===== config.mk =====
export PLATFORM = sky130hd
export DESIGN_NAME = fwd_write_ctrl
export DESIGN_NICKNAME = d
export VERILOG_FILES = /design/src/rtl/wt_pkg.sv /design/src/rtl/wt_attempt_ctr.sv /design/src/rtl/wt_term_decode.sv /design/src/rtl/fwd_write_ctrl.sv
export SDC_FILE = /design/constraint.sdc
export NUM_CORES = 1
export LEC_CHECK = 0
export BUFFER_PORTS_ARGS = -buffer_cell sky130_fd_sc_hd__buf_2
export CAP_MARGIN = 15
export CORE_UTILIZATION = 59
export CTS_CLUSTER_DIAMETER = 150
export DETAILED_ROUTE_END_ITERATION = 12
export PLACE_DENSITY = 0.8
export SYNTH_ARGS = -nofsm -noshare
export SYNTH_HDL_FRONTEND = slang
export SYNTH_SLANG_ARGS = --single-unit
export TNS_END_PERCENT = 30

===== constraint.sdc =====
create_clock -name clk -period 4.3 [get_ports clk]
set_input_delay 0.86 -clock clk [delete_from_list [all_inputs] [get_ports clk]]
set_output_delay 0.86 -clock clk [all_outputs]
set_load 0.02 [all_outputs]

===== src/rtl/wt_pkg.sv =====
package wt_pkg;

    typedef enum logic [2:0] {
        TM_NORMAL = 3'd0,
        TM_RETRY  = 3'd1,
        TM_DISC   = 3'd2,
        TM_TABORT = 3'd3,
        TM_MABORT = 3'd4
    } term_e;

    typedef enum logic [2:0] {
        RS_NONE   = 3'd0,
        RS_RETRY  = 3'd1,
        RS_DONE   = 3'd2,
        RS_DISC   = 3'd3,
        RS_TABORT = 3'd4,
        RS_MABORT = 3'd5
    } rsp_e;

    typedef enum logic [1:0] {
        ACT_HOLD,
        ACT_AGAIN,
        ACT_RESUME,
        ACT_FINISH
    } act_e;

    typedef enum logic {
        ST_IDLE  = 1'b0,
        ST_ISSUE = 1'b1
    } st_e;

endpackage


===== src/rtl/wt_attempt_ctr.sv =====
module wt_attempt_ctr #(
    parameter int LIM_LO_LOG2 = 24,
    parameter int LIM_HI_LOG2 = 32,
    localparam int CNT_W = LIM_HI_LOG2 + 1
) (
    input  logic clk,
    input  logic rst_n,
    input  logic clr,
    input  logic inc,
    input  logic lim_sel,
    output logic at_last
);
    localparam logic [CNT_W-1:0] ONE    = 1;
    localparam logic [CNT_W-1:0] LIM_LO = ONE << LIM_LO_LOG2;
    localparam logic [CNT_W-1:0] LIM_HI = ONE << LIM_HI_LOG2;

    logic [CNT_W-1:0] cnt_q;
    logic [CNT_W-1:0] lim;

    assign lim     = lim_sel ? LIM_HI : LIM_LO;
    assign at_last = (cnt_q + ONE) >= lim;

    always_ff @(posedge clk) begin
        if (!rst_n || clr) begin
            cnt_q <= '0;
        end else if (inc) begin
            cnt_q <= at_last ? '0 : cnt_q + ONE;
        end
    end


    cnt_clear_chk: assert property (@(posedge clk) disable iff (!rst_n)
        clr |=> (cnt_q == '0));

endmodule


===== src/rtl/wt_term_decode.sv =====
module wt_term_decode
    import wt_pkg::*;
(
    input  logic       posted,
    input  logic       multi,
    input  logic [2:0] term,
    input  logic       at_last,
    output act_e       act,
    output logic       rsp_en,
    output rsp_e       rsp,
    output logic       set_tabort,
    output logic       cnt_inc,
    output logic       nondeliv
);
    always_comb begin
        act        = ACT_HOLD;
        rsp_en     = 1'b0;
        rsp        = RS_NONE;
        set_tabort = 1'b0;
        cnt_inc    = 1'b0;
        nondeliv   = 1'b0;
        if (posted) begin
            unique case (term)
                TM_NORMAL, TM_TABORT, TM_MABORT: act = ACT_FINISH;
                TM_RETRY:                        act = ACT_AGAIN;
                TM_DISC:                         act = ACT_RESUME;
                default:                         act = ACT_HOLD;
            endcase
        end else begin
            unique case (term)
                TM_NORMAL, TM_DISC: begin
                    act    = ACT_FINISH;
                    rsp_en = 1'b1;
                    rsp    = multi ? RS_DISC : RS_DONE;
                end
                TM_RETRY: begin
                    cnt_inc = 1'b1;
                    if (at_last) begin
                        act      = ACT_FINISH;
                        nondeliv = 1'b1;
                    end else begin
                        act    = ACT_AGAIN;
                        rsp_en = 1'b1;
                        rsp    = RS_RETRY;
                    end
                end
                TM_TABORT: begin
                    act        = ACT_FINISH;
                    rsp_en     = 1'b1;
                    rsp        = RS_TABORT;
                    set_tabort = 1'b1;
                end
                TM_MABORT: begin
                    act    = ACT_FINISH;
                    rsp_en = 1'b1;
                    rsp    = RS_MABORT;
                end
                default: act = ACT_HOLD;
            endcase
        end
    end
endmodule


===== src/rtl/fwd_write_ctrl.sv =====
module fwd_write_ctrl
    import wt_pkg::*;
#(
    parameter int PH_W        = 8,
    parameter int LIM_LO_LOG2 = 24,
    parameter int LIM_HI_LOG2 = 32
) (
    input  logic            clk,
    input  logic            rst_n,
    input  logic            req_valid,
    input  logic            req_posted,
    input  logic [PH_W-1:0] req_phases,
    output logic            req_ready,
    output logic            att_req,
    output logic            att_cont,
    input  logic            att_done,
    input  logic [2:0]      att_term,
    input  logic            cfg_syserr_en,
    input  logic            cfg_nondeliv_mask,
    input  logic            cfg_lim_sel,
    output logic            rsp_valid,
    output logic [2:0]      rsp_code,
    output logic            sts_rx_tabort,
    output logic            sts_sig_tabort,
    output logic            syserr
);
    st_e  state_q, state_d;
    logic posted_q, multi_q;
    logic accept, decide, at_last;
    act_e act;
    logic d_rsp_en, d_set_tabort, d_cnt_inc, d_nondeliv;
    rsp_e d_rsp;

    assign req_ready = (state_q == ST_IDLE);
    assign att_req   = (state_q == ST_ISSUE);
    assign accept    = req_ready && req_valid;
    assign decide    = att_req && att_done;

    wt_term_decode u_dec (
        .posted     (posted_q),
        .multi      (multi_q),
        .term       (att_term),
        .at_last    (at_last),
        .act        (act),
        .rsp_en     (d_rsp_en),
        .rsp        (d_rsp),
        .set_tabort (d_set_tabort),
        .cnt_inc    (d_cnt_inc),
        .nondeliv   (d_nondeliv)
    );

    wt_attempt_ctr #(
        .LIM_LO_LOG2 (LIM_LO_LOG2),
        .LIM_HI_LOG2 (LIM_HI_LOG2)
    ) u_ctr (
        .clk     (clk),
        .rst_n   (rst_n),
        .clr     (accept),
        .inc     (decide && d_cnt_inc),
        .lim_sel (cfg_lim_sel),
        .at_last (at_last)
    );

    always_comb begin
        state_d = state_q;
        unique case (state_q)
            ST_IDLE:  if (accept) state_d = ST_ISSUE;
            ST_ISSUE: if (decide && act == ACT_FINISH) state_d = ST_IDLE;
            default:  state_d = ST_IDLE;
        endcase
    end

    always_ff @(posedge clk) begin
        if (!rst_n) state_q <= ST_IDLE;
        else        state_q <= state_d;
    end

    always_ff @(posedge clk) begin
        if (!rst_n) begin
            posted_q       <= 1'b0;
            multi_q        <= 1'b0;
            att_cont       <= 1'b0;
            rsp_valid      <= 1'b0;
            rsp_code       <= RS_NONE;
            sts_rx_tabort  <= 1'b0;
            sts_sig_tabort <= 1'b0;
            syserr         <= 1'b0;
        end else begin
            rsp_valid      <= decide && d_rsp_en;
            rsp_code       <= (decide && d_rsp_en) ? d_rsp : RS_NONE;
            sts_rx_tabort  <= decide && d_set_tabort;
            sts_sig_tabort <= decide && d_set_tabort;
            syserr         <= decide && d_nondeliv && cfg_syserr_en && !cfg_nondeliv_mask;
            if (accept) begin
                posted_q <= req_posted;
                multi_q  <= (req_phases > PH_W'(1));
                att_cont <= 1'b0;
            end else if (decide) begin
                if (act == ACT_RESUME)      att_cont <= 1'b1;
                else if (act == ACT_FINISH) att_cont <= 1'b0;
            end
        end
    end


    syserr_gate_chk: assert property (@(posedge clk) disable iff (!rst_n)
        syserr |-> $past(cfg_syserr_en && !cfg_nondeliv_mask));

    syserr_pulse_chk: assert property (@(posedge clk) disable iff (!rst_n)
        syserr |=> !syserr);

    syserr_silent_chk: assert property (@(posedge clk) disable iff (!rst_n)
        syserr |-> (!rsp_valid && req_ready));

    tabort_pair_chk: assert property (@(posedge clk) disable iff (!rst_n)
        sts_rx_tabort |-> (sts_sig_tabort && rsp_valid && rsp_code == RS_TABORT));

    posted_quiet_chk: assert property (@(posedge clk) disable iff (!rst_n)
        rsp_valid |-> !$past(posted_q));

    attempt_hold_chk: assert property (@(posedge clk) disable iff (!rst_n)
        $fell(att_req) |-> $past(att_done));

    cont_only_busy_chk: assert property (@(posedge clk) disable iff (!rst_n)
        att_cont |-> att_req);

endmodule


### Word-level counts from Yosys, hierarchy flattened

Cells that the tools add are included.
Widths: inputs -> output; s select.

| cells by class | value |
|---|---|
| mux-type cells | 24 |
| equal/unequal tests | 6 |
| bitwise gates (word level) | 3 |
| reduce and logical (&&, ||, !) cells | 20 |
| $add $sub $neg | 1 |
| magnitude comparators | 2 |

Operators with widths:

| operator | number |
|---|---|
| $mux 33 | 2 |
| $add 33x1->33 const B | 1 |
| $ge 33x33->1 | 1 |
| $mux 1 | 15 |
| $pmux 3 s4 | 1 |
| $logic_and 1x1->1 | 9 |
| $gt 8x1->1 const B | 1 |
| $eq 3x2->1 const B | 2 |
| $pmux 2 s3 | 1 |
| $reduce_or 3->1 | 2 |
| $eq 2x2->1 const B | 2 |
| $mux 2 | 2 |
| $pmux 1 s2 | 2 |
| $pmux 2 s2 | 1 |
| $reduce_or 2->1 | 2 |
| $reduce_or 4->1 | 1 |
| $eq 3x1->1 const B | 1 |
| $eq 3x3->1 const B | 1 |
| $logic_not 3->1 | 1 |
| $not 1->1 | 3 |
| $logic_not 1->1 | 2 |
| $reduce_and 2->1 | 1 |
| $reduce_bool 2->1 | 1 |
| $logic_or 1x1->1 | 1 |

| storage, ports and cells | value |
|---|---|
| logic and storage cells | 65 |
| flip-flop bits (word level) | 43 |
| input port bits | 19 |

### Longest topological paths before layout

| depth | value |
|---|---|
| word-level depth | 9 |
| depth in mapped cells | 16 |

### Hierarchy

From an unflattened synthesis, not the netlist that was laid out.

| unflattened totals | value |
|---|---|
| cells, all modules | 394 |
| area total of the unflattened synthesis | 3100.5 um^2 |

By module, submodules not included:

| module | cells an instance | sequential area each (um^2) | area each (um^2) | instances |
|---|---|---|---|---|
| wt_attempt_ctr | 339 | 660.6 | 2611.3 | 1 |
| fwd_write_ctrl | 33 | 200.2 | 359.1 | 1 |
| wt_term_decode | 22 | 0.0 | 130.1 | 1 |

### Least setup slack after synthesis

No wires, ideal clock.

| timing | value |
|---|---|
| kind | reg2reg |
| from | register u_ctr.cnt_q[0] |
| to | register syserr |
| buffers on the path | 2 |
| slack | 700 ps |
| period minus slack after synthesis | 3600 ps |
| arrival time | 3508 ps |
| cell stages (with the launch flop) | 16 |
| cell sequence | dfxtp_1 > ha_1 > nand3_1 > nor4_1 > and3_1 > clkbuf_1 > nand4_1 > nor2_1 > xor2_1 > ha_1 > nand3_1 > a2111o_1 > a2111oi_2 > a311oi_4 > buf_4 > nor4_1 |

| between the ends | value |
|---|---|
| word-level cells in the longest chain between the ends | 8 |

RTL lines:

| element | RTL line | RTL |
|---|---|---|
| from (decl) | wt_attempt_ctr.sv:17 | `logic [CNT_W-1:0] cnt_q;` |
| from (signal assigned) | wt_attempt_ctr.sv:27 | `cnt_q <= at_last ? '0 : cnt_q + ONE;` |
| $add 33x1->33 | wt_attempt_ctr.sv:21 | `assign at_last = (cnt_q + ONE) >= lim;` |
| $ge 33x33->1 | wt_attempt_ctr.sv:21 |  |
| $mux 1 | wt_term_decode.sv:38 | `if (at_last) begin` |
| $mux 1 | wt_term_decode.sv:30 | `unique case (term)` |
| $mux 1 | wt_term_decode.sv:22 | `if (posted) begin` |
| $logic_and 1x1->1 (3 in a row) | fwd_write_ctrl.sv:93 | `syserr <= decide && d_nondeliv && cfg_syserr_en && !cfg_nondeliv_mask;` |
| to (signal assigned) | fwd_write_ctrl.sv:93 |  |
| to (decl) | fwd_write_ctrl.sv:25 | `output logic syserr` |

No other way between the ends.
A chain may end at the register's enable or synchronous reset.

### Worst setup path after layout

| timing | value |
|---|---|
| from | register u_ctr.cnt_q[0] |
| to | register u_ctr.cnt_q[2] |

| between the ends | value |
|---|---|
| word-level cells in the longest chain between the ends | 3 |

RTL lines:

| element | RTL line |
|---|---|
| $add 33x1->33 * | wt_attempt_ctr.sv:21, wt_attempt_ctr.sv:27 |
| $ge 33x33->1 | wt_attempt_ctr.sv:21 |
| $mux 33 * | wt_attempt_ctr.sv:27 |

Every way passes the cells marked *; elsewhere a longest branch is shown, timed or not.

==> reports/results.txt <==
Buffers on Ports -> 27
Antenna violations before repair -> 0
DR pass1 iterations -> 4
Core Region -> 4720 um2
Clock Pin Slew Worst Setup and Hold Paths -> 0.09 ns
Ant. Diodes -> 0
Cell area after synthesis -> 2910 um2
TritonCTS clock tree -> done
Seq cells post-synth -> 43
Total Neg Setup Slack -> 0 ns
Status -> finished, final reports clean
Power share of the combinational group -> 0.074
Crit path DAT -> 4.13 ns
Crit path required time -> 4.47 ns
DR vias -> 2854
Top-count cell post-synth -> nand2_1
Grt total ovfl -> 0
Post-Syn Nets -> 428
Final WS setup -> 0.340 ns
Type of the tightest min-delay check -> register to register
Worst VDD drop -> 0.000136 V
Ys Warns -> 0
Total CTS buffers -> 5
Clock sink total -> 43
# IOs -> 29
Clock H-tree levels -> 2
Switch share -> 0.240
Clock share of power -> 0.407
Hold buffers post-CTS -> 0
Top FF cell, synth -> dfxtp_1
DRT antenna net count -> 0
Setup CP Type -> register to register
Maximum capacitance violations -> 0
Sequential share of the synthesized area -> 0.296
Die Ht -> 72.2 um
Area of the multi-input gates -> 1850 um2
Internal power -> 591 uW
RSZ-0062 raised after global routing -> no
Top cells by count, synth -> nand2_1 (67), dfxtp_1 (43), nand3_1 (36)
Die Area -> 5220 um2
Initial DRC Count -> 162
Synth top area share -> 0.296
Vias per inst -> 5.97
Largest net degree at the start of global routing -> 59
DRC violations left -> 0
Rel. slew slack -> 0.600
Clk_lat worst skew -> 0.30 ns
Setup Slack @ Placement -> 0.259 ns
Drt total wl -> 6690 um
Post-route clock period utilization -> 0.921
Ys async rst share -> 0
Area grow syn2layout -> 7.83%
Final Hold Fails -> 0
Worst setup EP type -> register
Number of global-route vias before repair -> 2533
Max-slew violation count -> 0
Netlist cell types -> 53
Gpl congestion -> 0.856
Effective utilization at floorplan -> 0.616
Cell area power density -> 248 nW/um2
Site Rows -> 25
EDFF count, synth -> 0
Least-Margin Pin Slew -> 0.595 ns
Dominant cells by area after synthesis -> dfxtp_1 (30%), nand2_1 (8.6%), nand3_1 (6.2%), a31oi_1 (4.5%), nor3_1 (4.5%)
Sequential power share -> 0.519
Max Fclk -> 253 MHz
Die W -> 72.2 um
Startpoint types -> register
Tot GR Track Use -> 0.267
Average size of a mapped cell -> 7.18 um2
Final net count -> 434
P_leak -> 0.00107 uW
Worst Path Max Fanout -> 27
Max Buffers Root-to-Sink -> 2
Fill cells -> 394
Share of layout cells above drive strength 1 -> 0.134
Synth area leader -> dfxtp_1
Post-layout min period -> 3.96 ns
Register Area -> 861 um2
Wire length per cell -> 14.0 um
First-pass GRT wire length -> 11300 um
Post-DP HPWL -> 4390 um
Cells after synthesis -> 405
Root buf cell -> clkbuf_8
Sw Pwr -> 186 uW
Setup violations, final -> 0
Clk_skew -> 0.00619 ns
[worst max-delay path: stages, from the launching register on]
cell and delay [ns]:
dfxtp_1 0.52, ha_1 0.31, nand3_1 0.14, nor4_2 0.31, and3_1 0.23, nand4_1 0.15, nor2_1 0.16, xor2_1 0.11
ha_1 0.32, nand3_1 0.11, a2111o_1 0.41, a2111oi_4 0.38, a311oi_4 0.20, buf_4 0.28, nand4b_1 0.13, a31oi_1 0.08
[cell type report]
class / count / share of cell area
Sequential cell: 43 / 0.274
Multi-Input combinational cell: 316 / 0.591
Tap cell: 67 / 0.0267
Timing Repair Buffer: 36 / 0.0646
Clock inverter: 1 / 0.00957
Clock buffer: 6 / 0.0231
Inverter: 9 / 0.0108
[repair_timing]
item / in CTS / in global routing
setup endpoints to repair: 0 / 34
resized for setup: 0 / 2
setup buffers: 0 / 0
endpoints found under the hold margin: 0 / 0
[power by group through the flow]
| stage | Clock [uW] | Combinational [uW] | Sequential (uW) |
|---|---|---|---|
| final | 316 | 57.7 | 403 |
| after CTS | 320 | 57.4 | 403 |
| after global routing | 335 | 63.5 | 404 |
| after floorplan | 0 | 37.8 | 414 |
| after detailed placement | 0 | 57.1 | 413 |
| after global placement | 0 | 55.5 | 412 |
[metal layers]
metal,track usage,share of wire,vias to the layer above
met5,0,0,-
met4,0.0937,0.011,0
met3,0.0556,0.047,9
met2,0.435,0.49,69
met1,0.351,0.45,1322
li1,-,-,1454
[worst paths after layout]
path	start	to	slack [ns]	cells after the start
setup / recovery	u_ctr.cnt_q[0]$_SDFFE_PP0P_	u_ctr.cnt_q[2]$_SDFFE_PP0P_	0.34	15
hold / removal	u_ctr.cnt_q[32]$_SDFFE_PP0P_	u_ctr.cnt_q[32]$_SDFFE_PP0P_	0.47	2
setup reg to reg	u_ctr.cnt_q[0]$_SDFFE_PP0P_	u_ctr.cnt_q[2]$_SDFFE_PP0P_	0.34	15
hold reg to reg	u_ctr.cnt_q[32]$_SDFFE_PP0P_	u_ctr.cnt_q[32]$_SDFFE_PP0P_	0.47	2
[flip-flops by register name, indices dropped and copies added (netlist names)]
name and cells:
rsp_valid 1, u_ctr.cnt_q 33, rsp_code 3, att_req 1
multi_q 1, sts_sig_tabort 1, att_cont 1, syserr 1
posted_q 1
[through the flow]
stage / cell area, um2 / hold slack [ns] / power [uW] / utilization / instances
floorplan: 2910 / 0.444 / 452 / - / 405
global placement: 3020 / 0.451 / 468 / 0.638 / 471
detailed placement: 3020 / 0.457 / 470 / 0.638 / 471
CTS: 3120 / 0.469 / 781 / 0.660 / 478
global route: 3140 / 0.497 / 802 / 0.664 / 478
finish: 3140 / 0.467 / 777 / 0.664 / 478
[cells in the final DEF (no fill, tap or decap), types with 3 or more instances in the layout]
| cell | count |
|---|---|
| nor4_1 | 12 |
| ha_1 | 4 |
| nor2_1 | 25 |
| o21ai_0 | 4 |
| and2_1 | 3 |
| or3_1 | 6 |
| buf_4 | 9 |
| a211oi_1 | 3 |
| nand2_1 | 67 |
| inv_1 | 9 |
| and3_1 | 6 |
| a31oi_1 | 21 |
| nand3b_1 | 5 |
| nand4_1 | 7 |
| dfxtp_1 | 43 |
| o21ai_1 | 11 |
| buf_2 | 27 |
| a21oi_1 | 21 |
| clkbuf_8 | 5 |
| nand3_1 | 35 |
| xnor2_1 | 9 |
| nor3_1 | 26 |
| nor2b_1 | 9 |
| xor2_1 | 7 |
| nor4_2 | 3 |
[kinds of logic (layout without fill, tap and decap cells)]
family / count (synthesis) / count (layout) / share of synthesized area
buffers and inverters: 46 / 52 / 0.0753
adder cells (fa/ha/maj): 4 / 4 / 0.0172
flip-flops: 43 / 43 / 0.296
AND/OR/NAND/NOR: 217 / 217 / 0.382
AO/OA/AOI/OAI: 76 / 76 / 0.170
XOR/XNOR: 16 / 16 / 0.0482
multiplexers: 3 / 3 / 0.0120
No activity file was read; power rests on OpenSTA's default activity.
